===== config.mk =====
export PLATFORM = sky130hd
export DESIGN_NAME = rotctl_gen
export DESIGN_NICKNAME = d
export VERILOG_FILES = /design/src/rtl/rotctl_pkg.sv /design/src/rtl/rotctl_seq.sv /design/src/rtl/rotctl_path.sv /design/src/rtl/rotctl_gen.sv
export SDC_FILE = /design/constraint.sdc
export NUM_CORES = 1
export LEC_CHECK = 0
export ABC_CLOCK_PERIOD_IN_PS = 1800
export BUFFER_PORTS_ARGS = -buffer_cell sky130_fd_sc_hd__clkbuf_2
export CORE_MARGIN = 2
export CORE_UTILIZATION = 30
export CTS_CLUSTER_SIZE = 28
export DETAILED_ROUTE_END_ITERATION = 10
export PLACE_DENSITY = 0.63
export SYNTH_ARGS = -nofsm -noshare
export SYNTH_HDL_FRONTEND = slang
export SYNTH_SLANG_ARGS = --single-unit

===== constraint.sdc =====
create_clock -name clk -period 1.8 [get_ports clk]
set_clock_uncertainty 0.1 [all_clocks]
set_input_delay 0.09 -clock clk [delete_from_list [all_inputs] [get_ports clk]]
set_output_delay 0.09 -clock clk [all_outputs]
set_load 0.01 [all_outputs]

===== src/rtl/rotctl_pkg.sv =====
package rotctl_pkg;
  // Strobes passed from the sequencing logic to the pattern datapath.
  typedef struct packed {
    logic load;    // capture a new control vector
    logic negate;  // convert a left amount to its right equivalent
  } rotStrobe_t;
endpackage


===== src/rtl/rotctl_seq.sv =====
module rotctl_seq
  import rotctl_pkg::*;
(
  input  logic       clk,
  input  logic       rst_n,
  input  logic       inValid,
  input  logic       rotLeft,
  output rotStrobe_t strobe,
  output logic       ctrlValid
);
  always_comb begin
    strobe.load   = inValid;
    strobe.negate = rotLeft;
  end

  always_ff @(posedge clk or negedge rst_n) begin
    if (!rst_n) ctrlValid <= 1'b0;
    else        ctrlValid <= inValid;
  end
endmodule


===== src/rtl/rotctl_path.sv =====
module rotctl_path
  import rotctl_pkg::*;
#(
  parameter int N = 32
) (
  input  logic                          clk,
  input  logic                          rst_n,
  input  rotStrobe_t                    strobe,
  input  logic [$clog2(N)-1:0]          rotAmt,
  output logic [(N/2)*$clog2(N)-1:0]    ctrlBits
);
  localparam int LG   = $clog2(N);
  localparam int HALF = N / 2;
  localparam int CW   = HALF * LG;

  logic [LG-1:0] effAmt;
  logic [CW-1:0] nextBits;

  // Left rotate by s is a right rotate by (N - s) mod N.
  always_comb begin
    effAmt = strobe.negate ? (~rotAmt + 1'b1) : rotAmt;
  end

  for (genvar j = 1; j <= LG; j++) begin : g_stage
    localparam int M = 1 << j;
    localparam int H = M / 2;
    logic [H-1:0] basePat;

    // Thermometer pattern, complemented once r reaches H.
    always_comb begin
      int r;
      r = int'(effAmt) % M;
      for (int t = 0; t < H; t++) begin
        if (r < H) basePat[t] = (t >= H - r);
        else       basePat[t] = (t < M - r);
      end
    end

    // Same pattern in every sub-network of this stage.
    for (genvar g = 0; g < HALF / H; g++) begin : g_grp
      assign nextBits[(j-1)*HALF + g*H +: H] = basePat;
    end
  end

  always_ff @(posedge clk or negedge rst_n) begin
    if (!rst_n)           ctrlBits <= '0;
    else if (strobe.load) ctrlBits <= nextBits;
  end
endmodule


===== src/rtl/rotctl_gen.sv =====
module rotctl_gen
  import rotctl_pkg::*;
#(
  parameter int N = 32
) (
  input  logic                          clk,
  input  logic                          rst_n,
  input  logic                          inValid,
  input  logic                          rotLeft,
  input  logic [$clog2(N)-1:0]          rotAmt,
  output logic                          ctrlValid,
  output logic [(N/2)*$clog2(N)-1:0]    ctrlBits
);
  rotStrobe_t strobe;

  rotctl_seq u_seq (
    .clk       (clk),
    .rst_n     (rst_n),
    .inValid   (inValid),
    .rotLeft   (rotLeft),
    .strobe    (strobe),
    .ctrlValid (ctrlValid)
  );

  rotctl_path #(.N(N)) u_path (
    .clk      (clk),
    .rst_n    (rst_n),
    .strobe   (strobe),
    .rotAmt   (rotAmt),
    .ctrlBits (ctrlBits)
  );
endmodule


Yosys cells after proc, flatten, opt, wreduce, memory -nomap -nowiden
Cells that the tools add are included.
Storage, ports and cells
  register bits: 81
  input bits: 9
  output and inout bits: 81
  logic and storage cells: 113
Operators by class
  add/sub/neg operators: 11
  order comparisons: 67
  mux-type cells: 32
  bitwise logic cells: 1
Operators with widths (count)
  $ge A4 B32 Y1 const A: 8
  $ge A5 B32 Y1 const A: 8
  $lt A4 B32 Y1 const A: 8
  $lt A5 B32 Y1 const A: 8
  $ge A3 B32 Y1 const A: 6
  $lt A3 B32 Y1 const A: 6
  $ge A1 B32 Y1 const A: 5
  $lt A1 B32 Y1 const A: 5
  $ge A2 B32 Y1 const A: 4
  $lt A2 B32 Y1 const A: 4
  $mux W1: 31
  $sub A6 B5 Y7 const A: 1
  $sub A5 B4 Y6 const A: 1
  $sub A5 B5 Y6 const A: 1
  $add A5 B1 Y5 const B: 1
  $lt A5 B5 Y1 const B: 1
  $mux W5: 1
  $not A5 Y5: 1
  $sub A4 B3 Y5 const A: 1
  $sub A4 B4 Y5 const A: 1
  $lt A4 B4 Y1 const B: 1
  $sub A3 B2 Y4 const A: 1
  $sub A3 B3 Y4 const A: 1
  $lt A3 B3 Y1 const B: 1
  other kinds (5): 5

Longest topological paths before layout
  depth after elaboration: 6
  depth in mapped cells: 13
  depth with buffers taken out: 13

By module
Synthesis repeated with hierarchy kept, for this count alone.
Unflattened totals
  cells, all modules: 292
  area, all modules: 2483.6 um^2
By module, submodules not included
  rotctl_path: instances 1, cells an instance 289, area each 2443.6 um^2, sequential area each 775.7 um^2
  rotctl_seq: instances 1, cells an instance 3, area each 40.0 um^2, sequential area each 25.0 um^2

Worst setup path before layout
Ideal clock, no wire load.
  kind: input port to flip-flop
  start: input port rotAmt[0]
  end: register u_path.ctrlBits[73]
  library setup time: 87 ps
  arrival: 2347 ps
  required time: 1613 ps
  path slack: -733 ps
  cell stages on the path: 13
  path buffers: 1
  cells stage by stage: inv_1 ha_1 nand2_1 o21ai_0 inv_1 ha_1 inv_1 ha_1 clkbuf_1 nand2_1 or3_1 o221a_1 o211ai_1
On the way
  word-level cells in the longest chain between the ends: 6
  elaborated cells between the ends (all ways): 9
  classes of those cells: 3 x add/sub; 3 x order compare; 2 x mux; 1 x bitwise
Ends and longest elaborated chain
  start, declared: line rotctl_gen.sv:10  | input logic [$clog2(N)-1:0] rotAmt,
  $not A5 Y5: line rotctl_path.sv:21  | effAmt = strobe.negate ? (~rotAmt + 1'b1) : rotAmt;
  $add A5 B1 Y5: line rotctl_path.sv:21
  $mux W5 *: line rotctl_path.sv:21
  $sub A6 B5 Y7 / $sub A5 B5 Y6 (equally long branches): line rotctl_path.sv:35, rotctl_path.sv:34
  $lt A5 B32 Y1 / $ge A5 B32 Y1 (equally long branches): line rotctl_path.sv:35, rotctl_path.sv:34
  $mux W1 *: line rotctl_path.sv:34  | if (r < H) basePat[t] = (t >= H - r);
  end signal, assigned: line rotctl_path.sv:47  | else if (strobe.load) ctrlBits <= nextBits;
  end, declared: line rotctl_path.sv:10  | output logic [(N/2)*$clog2(N)-1:0] ctrlBits
Every way passes the cells marked *; elsewhere a longest branch is shown, timed or not.
A chain may end at the register's enable or synchronous reset.

Worst setup path after layout
  start: input port rotAmt[0]
  end: register u_path.ctrlBits[74]
The elaborated chain is that of the path after synthesis.

==> results_dict.tcl <==
set metrics [dict create \
    grt_pass1_wl_mm 10.0 \
    fillCellCount 776 \
    drive_gt1_frac 0.547 \
    setup_slack_ns -0.0265 \
    rows 32 \
    critPathLaunchType "input port" \
    fp.dieH_um 93.3 \
    overflow 0 \
    hold_class "in2reg" \
    cp-end-kind "flip-flop" \
    first_iter_violations 151 \
    firstDrtPassIters 4 \
    postSynthCellCount 263 \
    cts.sinks 32 \
    place.gp.congestion 0.845 \
    port_buffers 89 \
    async_reset_ff_frac 1.00 \
    placedCellCount 435 \
    crit_path_max_fanout 6 \
    tightest_slew_ns 0.801 \
    place_area_um2 2950 \
    die_w_um 93.3 \
    cap_violations 0 \
    multiInputGateArea_um2 1290 \
    p_switching_uw 1070 \
    wirelength_mm 6.11 \
    clk_path_buf_depth 2 \
    antenna_found_initial 0 \
    violations "setup timing" \
    nets 368 \
    grt_pass1_vias 2034 \
    max_freq_mhz 547 \
    final_area_um2 3260 \
    dp_hpwl_mm 4.53 \
    io_pins 90 \
    relSlewSlack 0.466 \
    internal_power_uw 1800 \
    layout.cells.non_filler 453 \
    n_antenna_cell 0 \
    ir_drop_v 0.000310 \
    pwr-share-seq 0.347 \
    area_growth_pct 36.3 \
    setup_viol 5 \
    power.leakage_uw 0.00156 \
    post-synth-top-area-cell "dfrtp_1" \
    p_total_uw 2870 \
    syn_avg_cell_area_um2 9.09 \
    rsz0062_at_grt "yes" \
    synth_area_leaders "dfrtp_1 (34%), buf_4 (15%), ha_1 (4.7%)" \
    maxSlewViolCount 0 \
    drc 0 \
    synth_flop_cell "dfrtp_1" \
    comb_power_share 0.455 \
    grt_usage 0.143 \
    worstSetupPathType "in2reg" \
    area.sequential_um2 801 \
    cp_cell_sequence "buf_8, clkinvlp_4, ha_4, nand2_4, o21ai_4, inv_2, ha_4, inv_4, ha_4, buf_6, nor2b_4, nor3_1, o31ai_1, a31oi_1" \
    synth.net_count 281 \
    h-tree-depth 2 \
    clockPowerShare 0.198 \
    crit_required_ns 1.84 \
    clk_pin_slew_ns 0.07 \
    clock_latency_ns 0.28 \
    vias_per_cell 4.76 \
    root_buffer "clkbuf_8" \
    vias 2155 \
    outcome "finished, violations left" \
    dieArea_um2 8700 \
    arrival_ns 1.86 \
    critical-path-top-cell-by-count "ha_4" \
    period_needed_ns 1.83 \
    synth_edf_count 0 \
    synth_top_area_share 0.335 \
    ys_warn_count 0 \
    final_antenna_net_count 0 \
    p_per_area_nw_per_um2 881 \
    cpMaxStageDelayCell "ha_4" \
    ys_types 45 \
    cts_tree "done" \
    power.share.switching 0.373 \
    finalCritPeriodShare 1.01 \
    core_area_um2 7730 \
    start_util 0.309 \
    synth-seq-cells 32 \
    critical_path.max_stage_delay_ns 0.32 \
    syn_area_um2 2390 \
    cts_buffers 5 \
    grt_max_degree 43 \
    hold_viol_final 0 \
    ys_seq_area_frac 0.335 \
    wire_per_inst_um 13.5 \
]
-- cell type report --
type,instances,share of cell area
Sequential cell,32,0.246
Multi-Input combinational cell,155,0.396
Tap cell,102,0.0392
Clock inverter,2,0.00307
Clock buffer,6,0.0254
Timing Repair Buffer,139,0.269
Inverter,17,0.0215
-- path summary, 6_finish.rpt --
check / from / end / slack (ns) / depth (start not counted)
setup / recovery: rotAmt[0] / u_path.ctrlBits[74] / -0.03 / 14
hold / removal: rotAmt[0] / u_path.ctrlBits[15] / 0.12 / 3
setup reg to reg: u_path.ctrlBits[15] / u_path.ctrlBits[15] / 0.74 / 1
hold reg to reg: u_path.ctrlBits[65] / u_path.ctrlBits[65] / 0.41 / 2
max in group asynchronous: rst_n / u_path.ctrlBits[57] / 0.77 / 2
min in group asynchronous: rst_n / u_path.ctrlBits[77] / 0.34 / 2
-- routing by layer --
metal	vias up	track usage	wire, um
met4	0	0.0380	61
met2	64	0.224	2960
li1	1045	-	-
met1	1039	0.199	2800
met3	7	0.0298	287
met5	-	0	0
-- critical path: cells and delay by family --
| kind | cells | cell delay [ns] |
|---|---|---|
| adders and majority gates | 3 | 0.70 |
| buffers and inverters | 5 | 0.42 |
| AOI/OAI and AO/OA | 3 | 0.38 |
| and+or+nand+nor | 3 | 0.27 |
-- cell families (layout without fill, tap and decap cells) --
family / Yosys count / after routing / share of synthesized area
compound gates: 58 / 58 / 0.187
buf+inv: 77 / 164 / 0.202
mux: 7 / 7 / 0.0330
flops: 32 / 32 / 0.335
fa+ha+maj: 9 / 9 / 0.0471
xor+xnor: 10 / 10 / 0.0445
simple gates: 70 / 71 / 0.151
-- power by group through the flow --
| stage | logic (uW) | clock network, uW | registers, uW |
|---|---|---|---|
| final | 1300 | 569 | 995 |
| after global routing | 1430 | 616 | 1030 |
| after CTS | 1290 | 587 | 1000 |
| after detailed placement | 1210 | 0 | 1020 |
| after global placement | 1200 | 0 | 1010 |
| after floorplan | 826 | 0 | 1060 |
-- sequential cells by signal, summed over array words and instances, names as in the netlist --
name,cells
u_path.ctrlBits,31
u_seq.ctrlValid,1
-- timing repair --
| action | in CTS | in global routing |
|---|---|---|
| endpoints found under the hold margin | 32 | 0 |
| setup buffers | 5 | 3 |
| resized for setup | 23 | 8 |
| hold buffers | 1 | 0 |
| pin swaps | 5 | 5 |
| gates cloned | 0 | 1 |
| endpoints found under the setup margin | 19 | 22 |
-- placed cells by master, fill, tap and decap left out, types with 3 or more instances in the layout --
cell	count
nand2_1	11
nand3_1	7
nand2b_1	6
o21ai_0	5
buf_4	44
nor2_2	3
ha_4	3
o2111ai_1	5
or3_4	3
a21oi_1	11
dfrtp_1	32
inv_1	13
ha_1	6
xnor2_1	6
clkbuf_8	6
nand2_4	3
nand4bb_1	3
nor2_4	3
mux2_2	5
clkbuf_2	87
nor2_1	17
buf_6	4
o211ai_1	8
o221a_1	4
-- cell usage after synthesis (2+ instances only) --
cell type,count
nand2b_1,7
buf_4,49
nand2_1,16
nor2_1,20
o211ai_1,8
ha_1,9
nand4bb_1,3
xor2_1,2
o21a_1,2
or3_1,5
mux2_2,7
a21oi_1,11
o21ai_0,8
nor3_1,3
buf_2,2
inv_1,17
o221ai_1,2
nor2b_1,2
xnor2_1,7
o221a_2,2
a31oi_1,2
dfrtp_1,32
clkbuf_1,8
a211oi_1,2
o311ai_0,2
and3_1,2
nand3_1,7
o221a_1,4
o31ai_1,2
o2111ai_1,5
-- stage by stage --
step / hold slack, ns / setup TNS, ns / worst slack, ns / utilization
final: 0.118 / -0.0743 / -0.0265 / 0.421
after floorplan: -0.306 / -4.13 / -0.312 / -
after detailed placement: 0.117 / -8.58 / -0.434 / 0.382
after global placement: 0.112 / -7.30 / -0.369 / 0.382
after CTS: 0.149 / -0.187 / -0.0626 / 0.411
after global routing: 0.122 / -0.782 / -0.119 / 0.421
Power figures use the tool's default switching activity.
